### config.mk
export PLATFORM = sky130hd
export DESIGN_NAME = wd_ld_timer
export DESIGN_NICKNAME = d
export VERILOG_FILES = /design/src/rtl/wd_ld_timer.sv
export SDC_FILE = /design/constraint.sdc
export NUM_CORES = 1
export LEC_CHECK = 0
export BUFFER_PORTS_ARGS = -buffer_cell sky130_fd_sc_hd__buf_2
export CAP_MARGIN = 40
export CORE_MARGIN = 2
export CORE_UTILIZATION = 32
export CTS_CLUSTER_DIAMETER = 30
export DETAILED_ROUTE_END_ITERATION = 8
export GPL_ROUTABILITY_DRIVEN = 0
export HOLD_SLACK_MARGIN = 0.05
export MAX_ROUTING_LAYER = met4
export PLACE_DENSITY = 0.47
export SLEW_MARGIN = 20
export SYNTH_ARGS = -nofsm -noshare
export SYNTH_HDL_FRONTEND = slang
export SYNTH_SLANG_ARGS = --single-unit
### constraint.sdc
create_clock -name clk -period 5.29 [get_ports clk]
set_input_delay 0.529 -clock clk [delete_from_list [all_inputs] [get_ports clk]]
set_output_delay 0.529 -clock clk [all_outputs]
set_load 0.05 [all_outputs]
### src/rtl/wd_ld_timer.sv
module wd_ld_timer #(
  parameter int CNT_W = 16
) (
  input  logic             clk,
  input  logic             rst_n,
  input  logic             tick,
  input  logic             kick_in,
  input  logic [CNT_W-1:0] short_period,
  input  logic [CNT_W-1:0] long_period,
  output logic             short_expired,
  output logic             long_expired
);
  localparam int NSTG = 2;
  localparam logic [CNT_W-1:0] ONE = CNT_W'(1);

  logic [2:0] sync_q;
  logic       kick;

  always_ff @(posedge clk) begin
    if (!rst_n) sync_q <= '0;
    else        sync_q <= {sync_q[1:0], kick_in};
  end

  assign kick = sync_q[1] & ~sync_q[2];

  logic [CNT_W-1:0] per_v [NSTG];
  logic [CNT_W-1:0] cnt_q [NSTG];
  logic [NSTG-1:0]  exp_q;

  assign per_v[0] = short_period;
  assign per_v[1] = long_period;

  for (genvar i = 0; i < NSTG; i++) begin : g_stage
    always_ff @(posedge clk) begin
      if (!rst_n) begin
        cnt_q[i] <= per_v[i];
        exp_q[i] <= 1'b0;
      end else if (per_v[i] == '0) begin
        cnt_q[i] <= '0;
        exp_q[i] <= 1'b0;
      end else if (kick) begin
        cnt_q[i] <= per_v[i];
        exp_q[i] <= 1'b0;
      end else if (tick && cnt_q[i] != '0) begin
        cnt_q[i] <= cnt_q[i] - ONE;
        if (cnt_q[i] == ONE) exp_q[i] <= 1'b1;
      end
    end

    a_r4_flag_sticky: assert property (@(posedge clk) disable iff (!rst_n)
      exp_q[i] && !kick && per_v[i] != '0 |=> exp_q[i]);
    a_r5_kick_clears: assert property (@(posedge clk) disable iff (!rst_n)
      kick |=> !exp_q[i]);
    a_r7_disabled_low: assert property (@(posedge clk) disable iff (!rst_n)
      per_v[i] == '0 |=> !exp_q[i]);
    a_r3_rise_needs_tick: assert property (@(posedge clk) disable iff (!rst_n)
      $rose(exp_q[i]) |-> $past(tick));
  end

  a_r2_single_kick: assert property (@(posedge clk) disable iff (!rst_n)
    kick |=> !kick);

  assign short_expired = exp_q[0];
  assign long_expired  = exp_q[1];
endmodule

# Yosys cells after proc, flatten, opt, wreduce, memory -nomap -nowiden
# Memories as Yosys holds them, arrays and structs flattened.
# Index checks and enable logic that the tools add are counted.
# W data, S select, Z words.
totals:
  mem_count: 1
  word_cells: 57
  register_bits: 5
  mem_bits_rw: 32
  output_inout_bits: 2
  inputBits: 36
classes:
  addsub: 2
  n_bitwise: 9
  muxes: 30
  eq_ne: 2
  n_reduce_logical: 10
mem_list:
  columns: ["memory", "depth", "word_bits", "rd", "rd_ports_with_merged_regs", "wr", "line", "source"]
  rows:
  - ["cnt_q", 2, 16, 2, 0, 2, "27", "logic [CNT_W-1:0] cnt_q [NSTG];"]
ops:
  columns: ["operator", "n"]
  rows:
  - ["$mux W16", 6]
  - ["$eq A16 B1 Y1 const B", 2]
  - ["$logic_not A16 Y1", 2]
  - ["$reduce_bool A16 Y1", 2]
  - ["$sub A16 B1 Y16 const B", 2]
  - ["$mux W1", 24]
  - ["$or A1 B1 Y1", 6]
  - ["$reduce_or A3 Y1", 2]
  - ["$reduce_and A2 Y1", 2]
  - ["$logic_and A1 B1 Y1", 2]
  - ["$not A1 Y1", 2]
  - ["$and A1 B1 Y1", 1]

# Logic depth before layout (Yosys ltp)
# Gate-level depths: netlist of the first run.
depth:
  ltp_word: 8
  mapped_depth: 8
  mapped_depth_nobuf: 7

# Worst setup path before layout of the first run
# OpenSTA, ideal clock, no wires.
synth_timing:
  path_kind: "reg-to-reg"
  from: "memory cnt_q[1][2]"
  to: "memory cnt_q[1][6], data pin"
  stages_incl_launch_ff: 7
  slack_ns: 3.184
  synth_period_minus_slack_ns: 2.106
  path_buffers: 1
  setup_time_ns: 0.258
  t_required_ns: 5.032
  t_arrival_ns: 1.848
  path_cell_list: "edfxtp_1 > or4_4 > and4bb_2 > nand3_2 > nand4_4 > clkbuf_8 > o2bb2ai_1"
synth_lines:
  columns: ["item", "line"]
  rows:
  - ["start, declared", "27"]

==> impl_metrics.tcl, run 1 <==
set metrics [dict create \
    synth_xor_area_frac 0.106 \
    initialDrtViolationCount 100 \
    tightest_slew_ns 0.697 \
    die_w_um 87.3 \
    reg2reg_slack_ns 2.84 \
    synth_async_sr_flop_share 0 \
    cpMostUsedCell "nand4_1" \
    synth_edf_count 32 \
    postSynthCellCount 210 \
    rsz0062_at_grt "no" \
    htree_levels 2 \
    synth-simple-area-share 0.224 \
    p_leak_nw 0.936 \
    route.detailed.wl_per_inst_um 14.7 \
    status "finished clean" \
    die_area_mm2 0.00762 \
    cts_num_sinks 37 \
    yosysSeqAreaShare 0.478 \
    cp-start-kind "register" \
    rows 30 \
    core_mm2 0.00676 \
    overflow 0 \
    first_global_vias 1587 \
    endpoint_kind "register" \
    clk_latency_ns 0.29 \
    cts_made_buffers 5 \
    grt_pass1_wl_um 8020 \
    initial_core_util 0.329 \
    n_antenna_cell 0 \
    avgSynthCellArea_um2 10.6 \
    synth_compound_area_frac 0.126 \
    clk_pin_slew_ns 0.08 \
    cp.arrival_ns 2.50 \
    utilization 0.382 \
    synth_mux_area_frac 0 \
    max_stage_delay_ns 0.63 \
    area_growth_pct 16.3 \
    cts_resized 0 \
    maxCapViolations 0 \
    final_cells 330 \
    cp_max_fo 18 \
    ys.flop_type "edfxtp_1" \
    finalCritPeriodShare 0.463 \
    setup_viol 0 \
    slew_viol_final 0 \
    cts_root_buf "clkbuf_8" \
    synth-seq-cells 37 \
    skew_ns 0.00807 \
    cts_setup_buffers 0 \
    grt_max_degree 19 \
    vias_per_cell 5.12 \
    holdCritPathClass "register to register" \
    track_usage 0.142 \
    worstPathRequired_ns 5.35 \
    dr.pass1.iters 4 \
    die_y_um 87.3 \
    crit_type "register to register" \
    hold_viol 0 \
    clockBufferDepth 2 \
    yosys_warnings 0 \
    ir_worst_vdd_mv 0.143 \
    dp_cells 322 \
    io_buffers 37 \
    netlist-cell-type-count 37 \
    hpwlAfterDp_um 3600 \
    drc 0 \
    slew_headroom 0.535 \
    cp_cell_sequence "nor4_1, nand4_1, nand4_1, buf_8, a21oi_1, a21o_1" \
    synth_top_family_by_area "simple AND/OR/NAND/NOR gates" \
    cts_tree "yes" \
    worst_hold_slack_ns 0.435 \
    hold_buffers 0 \
    syn_nets 252 \
    synth_fa_ha_area_frac 0.0338 \
    wl_um 4840 \
    layout.nets 291 \
    vias 1690 \
    fin_setup_tns_ns 0 \
    fin_crit_ns 2.45 \
    ios 38 \
    clock.fmax_mhz 409 \
    syn_area_mm2 0.00222 \
    slowest_stage "nor4_1" \
    powerDensity_mw_per_mm2 283 \
    antenna_found_initial 0 \
    antenna_left 0 \
    drive_gt1_frac 0.208 \
]
[cells in the mapped netlist, drive strengths merged, types with 6 or more instances]
cell type / number / area share
edfxtp: 32 / 0.43
nand2: 27 / 0.046
o2bb2ai: 16 / 0.066
o21ai: 15 / 0.034
nor2: 14 / 0.024
nor4: 14 / 0.039
xor2: 14 / 0.055
xnor2: 13 / 0.051
inv: 7 / 0.012
nand4: 7 / 0.026
ha: 6 / 0.034
nor3: 6 / 0.014
[path summary, 6_finish.rpt]
check,start,to,cells after the start
max,cnt_q[0][6],cnt_q[0][4],6
min reg2reg,sync_q[0],sync_q[1],1
min,sync_q[0],sync_q[1],1
max reg2reg,cnt_q[0][6],cnt_q[0][4],6
[kinds of logic (layout without fill, tap and decap cells)]
kind of cell / Yosys count / count (layout)
flip-flops: 37 / 37
adder cells (fa/ha/maj): 6 / 6
buffers and inverters: 13 / 53
AO/OA/AOI/OAI: 38 / 38
XOR/XNOR: 27 / 27
AND/OR/NAND/NOR: 89 / 89
[metrics by stage]
step | area, µm² | setup WS, ns | power [mW]
2_1_floorplan | 2220 | 3.18 | 0.453
3_3_place_gp | 2460 | 2.61 | 0.493
4_1_cts | 2580 | 2.80 | 0.740
6_report | 2580 | 2.84 | 0.730
3_5_place_dp | 2480 | 2.81 | 0.494
5_1_grt | 2580 | 2.57 | 0.772
[worst max-delay path: cells and delay by family (launching register included)]
| kind | cells | cell delay, ns |
|---|---|---|
| AO/OA/AOI/OAI | 2 | 0.21 |
| flip-flops | 1 | 0.44 |
| buffers and inverters | 1 | 0.23 |
| AND/OR/NAND/NOR | 3 | 1.34 |
[flip-flops by register name, summed over array words and instances (netlist names)]
register,cells
sync_q,3
cnt_q,32
short_expired,1
long_expired,1
[cell usage in the layout, fill, tap and decap left out, types with 2 or more instances in the layout]
cell        n
a21oi_1     2
or3_1       2
nor4_1     14
and2_1      5
buf_2      37
ha_1        6
o2bb2ai_1  15
clkbuf_8    5
inv_1       7
xnor2_1    13
o21ai_0    14
a21o_1      2
xor2_1     14
edfxtp_1   32
nor3_1      6
nand3b_1    3
nand3_1     3
dfxtp_1     5
nand4_1     6
nand2_1    27
nor2_1     14
[layer usage]
| layer | vias to the layer above | share of wire | global-route usage |
|---|---|---|---|
| met5 | - | 0 | - |
| met3 | 4 | 0.033 | 0.0284 |
| met1 | 794 | 0.51 | 0.201 |
| met4 | 0 | 0.0093 | 0.0503 |
| met2 | 26 | 0.45 | 0.200 |
| li1 | 866 | - | - |
[area by class of cell]
type	count	area, µm²
fillers	707	4170
well taps	80	100
inverters	7	26.3
clock buffers	6	72.6
clock inverters	2	33.8
repair buffers	38	200
multi-input cells	160	1090
flip-flops and latches	37	1060
[power by group]
part | internal [mW] | switching [mW]
Sequential | 0.352 | 0.0266
Clock | 0.139 | 0.104
Combinational | 0.0502 | 0.0580
No activity file was read; power rests on OpenSTA's default activity.
==> run 2: changes to the inputs <==
Settings changed: PLACE_DENSITY 0.47 to 0.49.
Clock period 5.29 ns to 2 ns, I/O delays scaled along.
==> run 2 against run 1 <==
Effect of this change:
- the run now ends with negative setup slack left
- core utilization up 4.3 points
- sequential cell count unchanged
- clock skew down 0.0024 ns
- global-route usage up 1.2 points
- count of clock-buffer cells in the layout down 1
- critical path type unchanged
- critical endpoint is now cnt_q[1][0]
==> impl_metrics.tcl, run 2 (synthesis results as in run 1) <==
set metrics [dict create \
    io_buffers 37 \
    tightest_slew_ns 0.448 \
    multi_input_area_mm2 0.00123 \
    wl_um 5290 \
    fin_setup_tns_ns -0.382 \
    crit_type "register to register" \
    holdPathEnd "sync_q[0]" \
    powerDensity_mw_per_mm2 744 \
    antenna_left 0 \
    status "finished, violations left" \
    fin_crit_ns 2.03 \
    worst-path-buf-inv 0 \
    cp_top_family "simple AND/OR/NAND/NOR gates" \
    final_common_cell "buf_2" \
    layout.nets 311 \
    drive_gt1_frac 0.315 \
    ir_worst_vdd_mv 0.316 \
    worst-r2r-cell-count 4 \
    hold_buffers 0 \
    p_leak_nw 1.06 \
    worstPathRequired_ns 2.05 \
    rows 30 \
    setup_viol 23 \
    setup_ws_ns -0.0279 \
    cts_root_buf "clkbuf_8" \
    clkPwrFrac 0.362 \
    cp_max_fo 8 \
    maxCapViolations 0 \
    slew_viol_final 0 \
    vias_per_cell 5.13 \
    post_dp_cell_area_mm2 0.00261 \
    slowest_stage "or4_4" \
    violations "negative setup slack" \
    rsz0062_at_grt "yes" \
    slew_headroom 0.699 \
    first_global_vias 1805 \
    grt_pass1_wl_um 8740 \
    antenna_found_initial 0 \
    endpoint_kind "register" \
    hpwlAfterDp_um 3820 \
    final_cell_mix "buf_2 (37), edfxtp_1 (32), nand2_1 (27)" \
    dr.pass1.iters 4 \
    top_register "cnt_q" \
    htree_levels 2 \
    p_comb_frac 0.172 \
    clk_latency_ns 0.29 \
    initialDrtViolationCount 80 \
    initial_core_util 0.329 \
    area_growth_pct 29.4 \
    cts_tree "yes" \
    ff_latch_area_mm2 0.00106 \
    clock.fmax_mhz 493 \
    cp_num_cells 4 \
    power.internal_mw 1.60 \
    cts_setup_buffers 0 \
    overflow 0 \
    track_usage 0.154 \
    holdPathStages 2 \
    max_stage_delay_ns 0.54 \
    die_y_um 87.3 \
    r2r_start "cnt_q[1][5]" \
    n_antenna_cell 0 \
    final_cell_area_mm2 0.00287 \
    hp-start "kick_in" \
    finalCritPeriodShare 1.01 \
    die_area_mm2 0.00762 \
    fill_cells 684 \
    cts_made_buffers 5 \
    drc 0 \
    largest_registers "cnt_q x32, sync_q x3" \
    cts_num_sinks 37 \
    cp.arrival_ns 2.07 \
    skew_ns 0.00567 \
    clk_pin_slew_ns 0.08 \
    hold_viol 0 \
    largest_reg_flops 32 \
    ios 38 \
    route.detailed.wl_per_inst_um 15.1 \
    cp_cell_sequence "or4_4, and4bb_4, nand3_4, a21o_4" \
    holdCritPathClass "input port to register" \
    p_seq_frac 0.467 \
    clockBufferDepth 2 \
    die_w_um 87.3 \
    timing.rr.end "cnt_q[1][0]" \
    vias 1797 \
    core_mm2 0.00676 \
    total_switching_power_uw 534 \
    grt_max_degree 20 \
    reg2reg_slack_ns -0.03 \
    swShare 0.250 \
    cp-start-kind "register" \
]
run 2: cell count changes in the layout (fill, tap and decap cells not counted), moves of 2 or more:
cell and change:
nand3_4 +2, a21o_4 +2, o2bb2ai_2 +8, buf_4 +17, o2bb2ai_1 -8
run 2: power by group through the flow:
stage | sequential (mW) | combinational [mW] | clock (mW)
after global placement | 1.01 | 0.336 | 0
after global routing | 1.01 | 0.411 | 0.820
after CTS | 0.992 | 0.349 | 0.795
after floorplan | 0.998 | 0.203 | 0
final | 0.997 | 0.367 | 0.773
after detailed placement | 1.01 | 0.336 | 0
run 2: worst max path at each step:
stage	start	end	slack (ns)
finish	cnt_q[1][5]	cnt_q[1][0]	-0.03
global route	cnt_q[1][5]	cnt_q[1][14]	-0.07
CTS	cnt_q[1][5]	cnt_q[1][0]	-0.02
detailed placement	cnt_q[1][5]	cnt_q[1][9]	-0.02
global placement	cnt_q[1][5]	cnt_q[1][11]	-0.004
floorplan	cnt_q[1][3]	cnt_q[1][7]	-0.02
run 2: timing repair:
action / in CTS / in global routing
endpoints found under the setup margin: 29 / 34
pin swaps: 1 / 4
cloned: 3 / 0
gates resized for setup: 3 / 13
run 2: worst register-to-register path, delay by kind of cell, from the launching register on:
family	cells	cell delay, ns
DFF	1	0.39
AOI/OAI and AO/OA	1	0.31
and+or+nand+nor	3	1.07
run 2: metrics by stage:
stage | hold WS (ns) | utilization | worst slack, ns | std cells | power, mW
after floorplan | 0.322 | - | -0.0204 | 210 | 1.20
after CTS | 0.108 | 0.414 | -0.0233 | 350 | 2.14
final | 0.115 | 0.425 | -0.0279 | 350 | 2.14
after detailed placement | 0.413 | 0.386 | -0.0210 | 339 | 1.35
after global placement | 0.415 | 0.386 | -0.00447 | 339 | 1.34
after global routing | 0.122 | 0.425 | -0.0734 | 350 | 2.24
run 2: final cells by class:
cell class | instances | share of cell area
Multi-Input combinational cell | 163 | 0.427
Sequential cell | 37 | 0.369
Timing Repair Buffer | 55 | 0.113
Tap cell | 80 | 0.0348
Clock buffer | 5 | 0.0240
Clock inverter | 3 | 0.0226
Inverter | 7 | 0.00915
run 2: per-layer routing:
layer / track usage / vias to the layer above / share of wire
met1: 0.199 / 849 / 0.46
met2: 0.239 / 33 / 0.48
met4: 0.0476 / 0 / 0.014
met3: 0.0351 / 7 / 0.047
li1: - / 908 / -
met5: - / - / 0
==> run 3: changes to the inputs <==
Settings changed: CTS_CLUSTER_SIZE set to 14, SETUP_SLACK_MARGIN set to 0.1.
==> run 3 against run 2 <==
Effect of this change:
- the flow still finishes with violations (negative setup slack)
- highest routed layer unchanged
- sequential power about the same
- routed wire length up 6.7%
- critical path depth unchanged
- sequential share of layout area down 3.2 points
- combinational power up 27%
- sequential cell count unchanged
- hold slack better by 0.0014 ns
- die area unchanged
- first-iteration DRC count up 8.8%
- fmax down 0.83%
==> impl_metrics.tcl, run 3 (synthesis results as in run 1) <==
set metrics [dict create \
    skew_ns 0.00817 \
    timing.rr.end "cnt_q[1][9]" \
    holdPathStages 2 \
    io_buffers 37 \
    reg2reg_slack_ns -0.04 \
    tightest_slew_ns 0.487 \
    slowest_stage "or4_4" \
    largest_reg_flops 32 \
    hold_viol 0 \
    antenna_found_initial 0 \
    status "finished, violations left" \
    fill_cells 637 \
    powerDensity_mw_per_mm2 631 \
    track_usage 0.153 \
    setup_ws_ns -0.0449 \
    clock.fmax_mhz 489 \
    post_dp_cell_area_mm2 0.00263 \
    finalCritPeriodShare 1.02 \
    endpoint_kind "register" \
    holdPathEnd "sync_q[0]" \
    cts_tree "yes" \
    initialDrtViolationCount 87 \
    route.detailed.wl_per_inst_um 15.4 \
    die_y_um 87.3 \
    holdCritPathClass "input port to register" \
    slew_headroom 0.673 \
    dr.pass1.iters 5 \
    final_common_cell "buf_2" \
    cp_max_fo 8 \
    vias_per_cell 5.16 \
    rsz0062_at_grt "yes" \
    final_cell_area_mm2 0.00315 \
    ir_worst_vdd_mv 0.344 \
    vias 1888 \
    clockBufferDepth 2 \
    violations "negative setup slack" \
    worst-r2r-cell-count 4 \
    htree_levels 2 \
    grt_pass1_wl_um 8680 \
    setup_viol 23 \
    cp-start-kind "register" \
    crit_type "register to register" \
    ios 38 \
    core_mm2 0.00676 \
    layout.nets 327 \
    overflow 0 \
    die_area_mm2 0.00762 \
    worst_hold_slack_ns 0.116 \
    first_global_vias 1803 \
    rows 30 \
    worst-path-buf-inv 0 \
    fin_crit_ns 2.04 \
    dp_slack_ns -0.0697 \
    cts_num_sinks 37 \
    cp_top_family "simple AND/OR/NAND/NOR gates" \
    hpwlAfterDp_um 3710 \
    cts_root_buf "clkbuf_8" \
    antenna_left 0 \
    initial_core_util 0.329 \
    largest_registers "cnt_q x32, sync_q x3" \
    max_stage_delay_ns 0.56 \
    top_register "cnt_q" \
    hp-start "kick_in" \
    slew_viol_final 0 \
    cp-startpoint "cnt_q[1][5]" \
    area_growth_pct 41.7 \
    p_leak_nw 1.16 \
    r2r_start "cnt_q[1][5]" \
    drc 0 \
    final_cell_mix "buf_2 (37), edfxtp_1 (32), buf_4 (29)" \
    cp_cell_sequence "or4_4, and4bb_4, nand3_4, a21o_4" \
    maxCapViolations 0 \
    grt_max_degree 17 \
    drive_gt1_frac 0.462 \
    clk_latency_ns 0.29 \
    wl_um 5650 \
    worstPathRequired_ns 2.04 \
    cp.arrival_ns 2.08 \
    cts_made_buffers 5 \
    n_antenna_cell 0 \
    clk_pin_slew_ns 0.08 \
    die_w_um 87.3 \
]
run 3: worst max path at each step:
stage                   end  slack, ns  cells after the start
2_1_floorplan   cnt_q[1][7]      -0.02                      6
3_3_place_gp   cnt_q[1][12]      -0.04                      4
3_5_place_dp    cnt_q[1][0]      -0.07                      5
4_1_cts         cnt_q[1][8]      -0.02                      5
5_1_grt         cnt_q[1][0]       -0.1                      5
6_report        cnt_q[1][9]      -0.04                      4
run 3: area by class of cell:
cell class	instances	area (µm²)	area share
Timing Repair Buffer	71	485	0.154
Clock inverter	2	10.0	0.00318
Clock buffer	6	72.6	0.0231
Multi-Input combinational cell	163	1390	0.442
Sequential cell	37	1060	0.337
Tap cell	80	100	0.0318
Inverter	7	26.3	0.00835
run 3: where the power goes:
group | internal (mW) | switching, mW
Combinational | 0.234 | 0.233
Clock | 0.242 | 0.279
Sequential | 0.929 | 0.0704
run 3: repair_timing:
| action | 4_1_cts | 5_1_grt |
|---|---|---|
| gates cloned | 2 | 3 |
| buffers inserted | 3 | 11 |
| gates resized for setup | 2 | 70 |
| pin swaps | 1 | 21 |
| hold endpoints to repair | 0 | 0 |
| hold buffers | 0 | 0 |
| endpoints found under the setup margin | 32 | 59 |
run 3: metal layers:
metal,GRT usage,part of all wire,vias to the layer above
met2,0.244,0.49,39
met5,-,0,-
li1,-,-,944
met3,0.0322,0.040,6
met4,0.0420,0.011,0
met1,0.199,0.46,899
run 3: stage by stage:
stage / util / setup TNS (ns) / power, mW / instances
finish: 0.466 / -0.723 / 1.99 / 366
global placement: 0.389 / -0.862 / 1.35 / 339
global route: 0.466 / -2.29 / 2.10 / 366
floorplan: - / -0.192 / 1.20 / 210
detailed placement: 0.389 / -1.86 / 1.35 / 339
CTS: 0.409 / -0.276 / 1.89 / 352
run 3: worst register-to-register path: cells and delay by family, from the launching register on:
family	cells	cell delay, ns
simple gates	3	1.10
flops	1	0.39
compound gates	1	0.31
